## config.mk

```make
export PLATFORM = sky130hd
export DESIGN_NAME = reset_source_ctrl
export DESIGN_NICKNAME = d
export VERILOG_FILES = /design/src/rtl/rst_ctrl_pkg.sv /design/src/rtl/rst_wdt_pulse.sv /design/src/rtl/rst_stretch.sv /design/src/rtl/rst_flag_reg.sv /design/src/rtl/reset_source_ctrl.sv
export SDC_FILE = /design/constraint.sdc
export NUM_CORES = 1
export LEC_CHECK = 0
export ABC_AREA = 1
export BUFFER_PORTS_ARGS = -buffer_cell sky130_fd_sc_hd__buf_4
export CORE_AREA = 2 2 39 41
export CTS_CLUSTER_SIZE = 10
export DETAILED_ROUTE_END_ITERATION = 8
export DIE_AREA = 0 0 41 43
export PLACE_DENSITY = 0.68
export SETUP_SLACK_MARGIN = 0.15
export SYNTH_ARGS = -nofsm -noshare
export SYNTH_HDL_FRONTEND = slang
export SYNTH_SLANG_ARGS = --single-unit
```

## constraint.sdc

```tcl
create_clock -name clk_i -period 1.1 [get_ports clk_i]
set_input_delay 0.11 -clock clk_i [delete_from_list [all_inputs] [get_ports clk_i]]
set_output_delay 0.11 -clock clk_i [all_outputs]
set_load 0.03 [all_outputs]
```

## src/rtl/rst_ctrl_pkg.sv

```systemverilog
package rst_ctrl_pkg;
  localparam int unsigned NFLAGS = 4;
  localparam int unsigned FLAG_POR = 0;
  localparam int unsigned FLAG_EXT = 1;
  localparam int unsigned FLAG_BOR = 2;
  localparam int unsigned FLAG_WDT = 3;
  localparam logic [NFLAGS-1:0] FLAGS_RST = 4'b0001;
  typedef logic [NFLAGS-1:0] flags_t;
endpackage

```

## src/rtl/rst_wdt_pulse.sv

```systemverilog
module rst_wdt_pulse (
  input  logic clk_i,
  input  logic rst_ni,
  input  logic tmo_i,
  output logic pulse_o
);
  logic prev_q, pulse_q;

  always_ff @(posedge clk_i or negedge rst_ni) begin
    if (!rst_ni) begin
      prev_q  <= 1'b0;
      pulse_q <= 1'b0;
    end else begin
      prev_q  <= tmo_i;
      pulse_q <= tmo_i & ~prev_q;
    end
  end

  assign pulse_o = pulse_q;

  AST_WDT_ONE_CYCLE: assert property (@(posedge clk_i) disable iff (!rst_ni)
    pulse_o |=> !pulse_o);
  AST_WDT_HELD_NO_REPEAT: assert property (@(posedge clk_i) disable iff (!rst_ni)
    (tmo_i && prev_q) |=> !pulse_o);
endmodule

```

## src/rtl/rst_stretch.sv

```systemverilog
module rst_stretch #(
  parameter int unsigned DELAY = 16
) (
  input  logic clk_i,
  input  logic rst_ni,
  input  logic restart_i,
  input  logic hold_i,
  output logic rst_o
);
  localparam int unsigned CW = (DELAY > 1) ? $clog2(DELAY) : 1;
  localparam logic [CW-1:0] LAST = CW'(DELAY - 1);

  logic [CW-1:0] cnt_q;
  logic          busy_q;

  always_ff @(posedge clk_i or negedge rst_ni) begin
    if (!rst_ni) begin
      cnt_q  <= '0;
      busy_q <= 1'b1;
    end else if (restart_i) begin
      cnt_q  <= '0;
      busy_q <= 1'b1;
    end else if (busy_q) begin
      if (cnt_q == LAST) begin
        cnt_q  <= '0;
        busy_q <= 1'b0;
      end else begin
        cnt_q <= cnt_q + 1'b1;
      end
    end
  end

  // pulse cycle itself counts as reset
  assign rst_o = busy_q | hold_i;

  initial begin
    AST_DELAY_NONZERO: assert (DELAY >= 1);
  end

  AST_RESTART: assert property (@(posedge clk_i) disable iff (!rst_ni)
    restart_i |=> (rst_o && cnt_q == '0));
  AST_NO_OVERFLOW: assert property (@(posedge clk_i) disable iff (!rst_ni)
    cnt_q <= LAST);
  AST_RELEASE: assert property (@(posedge clk_i) disable iff (!rst_ni)
    (busy_q && !restart_i && cnt_q == LAST) |=> !busy_q);
  AST_COUNT_ADV: assert property (@(posedge clk_i) disable iff (!rst_ni)
    (busy_q && !restart_i && cnt_q != LAST) |=> (busy_q && cnt_q == $past(cnt_q) + 1'b1));
endmodule

```

## src/rtl/rst_flag_reg.sv

```systemverilog
module rst_flag_reg
  import rst_ctrl_pkg::*;
(
  input  logic   clk_i,
  input  logic   rst_ni,
  input  flags_t set_i,
  input  logic   we_i,
  input  flags_t wdata_i,
  output flags_t flags_o
);
  flags_t flags_q, clr;

  assign clr = we_i ? ~wdata_i : '0;

  // hardware set overrides software clear
  always_ff @(posedge clk_i or negedge rst_ni) begin
    if (!rst_ni) flags_q <= FLAGS_RST;
    else         flags_q <= (flags_q & ~clr) | set_i;
  end

  assign flags_o = flags_q;

  AST_NO_SW_SET: assert property (@(posedge clk_i) disable iff (!rst_ni)
    1'b1 |=> ((flags_q & ~($past(flags_q) | $past(set_i))) == '0));
  AST_SET_WINS: assert property (@(posedge clk_i) disable iff (!rst_ni)
    (set_i != '0) |=> ((flags_q & $past(set_i)) == $past(set_i)));
  AST_SW_CLEAR: assert property (@(posedge clk_i) disable iff (!rst_ni)
    (we_i && ((~wdata_i & ~set_i) != '0)) |=> ((flags_q & $past(~wdata_i & ~set_i)) == '0));
  AST_POR_KEEP: assert property (@(posedge clk_i) disable iff (!rst_ni)
    (flags_q[FLAG_POR] && !(we_i && !wdata_i[FLAG_POR])) |=> flags_q[FLAG_POR]);
endmodule

```

## src/rtl/reset_source_ctrl.sv

```systemverilog
module reset_source_ctrl
  import rst_ctrl_pkg::*;
#(
  parameter int unsigned DELAY = 16
) (
  input  logic       clk_i,
  input  logic       rst_ni,
  input  logic       ext_req_i,
  input  logic       bor_req_i,
  input  logic       wdt_tmo_i,
  input  logic       stat_we_i,
  input  logic [7:0] stat_wdata_i,
  output logic [7:0] stat_o,
  output logic       sys_rst_o
);
  logic   wdt_pulse;
  logic   restart;
  flags_t set_vec, flags;
  logic   unused_rsvd;

  assign unused_rsvd = ^stat_wdata_i[7:NFLAGS];

  rst_wdt_pulse i_wdt_pulse (
    .clk_i  (clk_i),
    .rst_ni (rst_ni),
    .tmo_i  (wdt_tmo_i),
    .pulse_o(wdt_pulse)
  );

  // delay starts when the watchdog pulse falls
  assign restart = ext_req_i | bor_req_i | wdt_pulse;

  rst_stretch #(.DELAY(DELAY)) i_stretch (
    .clk_i    (clk_i),
    .rst_ni   (rst_ni),
    .restart_i(restart),
    .hold_i   (wdt_pulse),
    .rst_o    (sys_rst_o)
  );

  always_comb begin
    set_vec           = '0;
    set_vec[FLAG_EXT] = ext_req_i;
    set_vec[FLAG_BOR] = bor_req_i;
    set_vec[FLAG_WDT] = wdt_pulse;
  end

  rst_flag_reg i_flags (
    .clk_i  (clk_i),
    .rst_ni (rst_ni),
    .set_i  (set_vec),
    .we_i   (stat_we_i),
    .wdata_i(stat_wdata_i[NFLAGS-1:0]),
    .flags_o(flags)
  );

  assign stat_o = {{(8-NFLAGS){1'b0}}, flags};

  AST_REQ_HOLDS_RST: assert property (@(posedge clk_i) disable iff (!rst_ni)
    (ext_req_i || bor_req_i) |=> sys_rst_o);
  AST_EXT_FLAG: assert property (@(posedge clk_i) disable iff (!rst_ni)
    ext_req_i |=> stat_o[FLAG_EXT]);
  AST_BOR_FLAG: assert property (@(posedge clk_i) disable iff (!rst_ni)
    bor_req_i |=> stat_o[FLAG_BOR]);
  AST_WDT_FLAG: assert property (@(posedge clk_i) disable iff (!rst_ni)
    wdt_pulse |=> stat_o[FLAG_WDT]);
  AST_WDT_RST: assert property (@(posedge clk_i) disable iff (!rst_ni)
    $rose(wdt_tmo_i) |=> sys_rst_o);
endmodule

```

==> flow_summary.yaml <==
critical_path:
  rr_worst_depth: 4
  r2r-start: "i_stretch.busy_q"
  cp-start-kind: "flip-flop"
  critPathKind: "reg2out"
  critPathMaxFanout: 2
  path_cells: "inv_2, nand2_2, buf_6"
  cp-end-kind: "output pin"
  r2r_slack_ps: 0
  cp.arrival_ps: 1040
  cpPeakStageDelay_ps: 550
  crit_slowest_cell: "dfstp_2"
  reg2reg_to: "i_stretch.cnt_q[2]"
  cp.required_ps: 990
cts:
  cts_max_path_buffers: 2
  insertion_delay_ps: 270
  cts_max_level: 1
  cts_root_buffer: "clkbuf_4"
  cts_tree: "done"
  cts.clk_slew.worst_paths_ps: 70
  cts.sinks: 11
  cts_made_buffers: 3
worst_hold_path:
  min_delay_path_depth: 3
  hold_path_class: "in2reg"
  hold_path.startpoint: "stat_wdata_i[3]"
  min_to: "i_flags.flags_o[3]"
grt:
  grtUsageTotal: 0.142
  grt_pass1_vias: 427
  grt-ovfl-total: 0
  grt_max_degree: 12
  grt_pass1_wl_mm: 1.64
  antenna_found_initial: 0
floorplanning:
  coreArea_mm2: 0.00138
  die_width_um: 41
  num_rows: 14
  ioPinCount: 23
  start_util: 0.373
  die_height_um: 43
  dieArea_mm2: 0.00176
run_status:
  violations: "setup timing"
  outcome: "finished, violations left"
timing:
  setup_tns_ps: -51.3
  fin_crit_sh: 1.05
  timing.hold.ws_ps: 50.0
  worst_slack_ps: -51.3
  fin_crit_ps: 1150
  drv_slew: 0
  setup_violations: 1
  fin_skew_ps: 1.68
  fmax_ghz: 0.869
  hold_viol: 0
  grt_setup_unrepaired: "true"
synth:
  netlist.top_cell.by_area: "dfrtp_1"
  synthCells: 56
  yosysSeqAreaShare: 0.538
  ys_warn_count: 0
  syn_area_um2: 517
  synth_area_per_cell_um2: 9.23
  synthDistinctLibCells: 19
  synth_top_area_frac: 0.436
  synthTopCellsByArea: "dfrtp_1, nand2_1, dfstp_2"
  ys_seq_elements: 11
routing:
  avgViaCountPerCell: 4.56
  wl_met1_um: 385
  top_layer: "met4"
  via_count: 433
  dr_wl_met3_um: 34
  first_pass_iters: 3
  ant_nets: 0
  wl_per_cell_um: 10.3
  drt_iter0_markers: 2
  dr_wl_met2_um: 528
  drc: 0
  routed_wl_um: 976
place:
  io_buffers: 14
  dpl.hpwl_um: 699
  routabilityCongestion: 0.775
  place_ws_ps: 63.2
pwr:
  p_leak_nw: 0.365
  ir_drop_v: 0.000602
  cellPowerDensity_mw_per_mm2: 1120
job:
  drv_cap: 0
cells_and_area:
  layout.nets: 95
  syn2layout_area_growth_pct: 47.2
  drive_gt1_frac: 0.481
  antennaDiodeCount: 0
[cell usage in the layout (no fill, tap or decap), drive strengths merged, types with 3 or more instances in the layout]
master,instances
clkinv,3
buf,18
dfrtp,9
nand2,15
nor2,3
o21ai,3
nand3,3
inv,5
clkbuf,4
conb,4
[Yosys cell counts, drive strengths merged]
cell type	count
nor3	1
dfrtp	9
nand3	3
dfstp	2
ha	1
conb	1
nand2	15
nand4	2
o21ai	3
and3	1
clkinv	3
a21oi	2
nor2	3
o21a	1
inv	5
buf	4
[repair_timing]
| item | 4_1_cts | 5_1_grt |
|---|---|---|
| pin swaps | 5 | 3 |
| hold buffers | 2 | 0 |
| setup endpoints to repair | 5 | 10 |
| setup buffers | 3 | 0 |
| gates cloned | 0 | 0 |
| resized for setup | 9 | 7 |
| hold endpoints to repair | 12 | 0 |
[kinds of logic (layout without fill, tap and decap cells)]
group                      Yosys count  in the layout  synth area share
AOI/OAI and AO/OA                    6              6            0.0630
adders and majority gates            1              1            0.0242
buffers and inverters               12             32             0.123
DFF                                 11             11             0.538
other                                1              4           0.00726
and+or+nand+nor                     25             25             0.245
[worst max path at each step]
| stage | from | endpoint | cells past startpoint |
|---|---|---|---|
| final | i_stretch.busy_q | sys_rst_o | 3 |
| after global routing | i_stretch.busy_q | sys_rst_o | 3 |
| after CTS | i_stretch.busy_q | sys_rst_o | 3 |
| after detailed placement | i_stretch.cnt_q[1] | i_stretch.cnt_q[0] | 6 |
| after global placement | i_stretch.cnt_q[1] | i_stretch.cnt_q[0] | 6 |
| after floorplan | i_stretch.cnt_q[0] | i_stretch.cnt_q[0] | 6 |
[per-stage QoR]
step | cells | total power (W) | util | instance area (um2)
final | 95 | 0.000853 | 0.550 | 761
after global routing | 95 | 0.000905 | 0.550 | 761
after CTS | 95 | 0.000851 | 0.530 | 733
after detailed placement | 86 | 0.000561 | 0.458 | 633
after global placement | 86 | 0.000558 | 0.458 | 633
after floorplan | 59 | 0.000514 | - | 531
[worst max-delay path: cells and delay by family (launching register included)]
family | cells | cell delay [ps]
DFF | 1 | 550
buffers and inverters | 2 | 160
and+or+nand+nor | 1 | 50
[metal layers]
| layer | global-route usage | vias up |
|---|---|---|
| met5 | 0 | - |
| met4 | 0.100 | 0 |
| met3 | 0.0471 | 5 |
| met2 | 0.200 | 10 |
| met1 | 0.173 | 204 |
| li1 | - | 214 |
[layout make-up]
type / count / area, um2
Multi-Input combinational cell: 36 / 225
Inverter: 8 / 33.8
Clock buffer: 4 / 26.3
Timing Repair Buffer: 20 / 178
Fill cell: 137 / 623
Sequential cell: 11 / 278
Tap cell: 16 / 20.0
[registers in the layout (all words and copies together), names as in the netlist]
register             count
i_stretch.cnt_q          4
i_wdt_pulse.pulse_o      1
i_flags.flags_o          4
i_stretch.busy_q         1
i_wdt_pulse.prev_q       1
[where the power goes]
part	switching (W)	internal, W	leakage (nW)
Sequential	0.00000898	0.000420	0.132
Clock	0.000139	0.000141	0.0150
Combinational	0.0000815	0.0000624	0.218
Note: power is estimated with default switching activity, not from simulation.
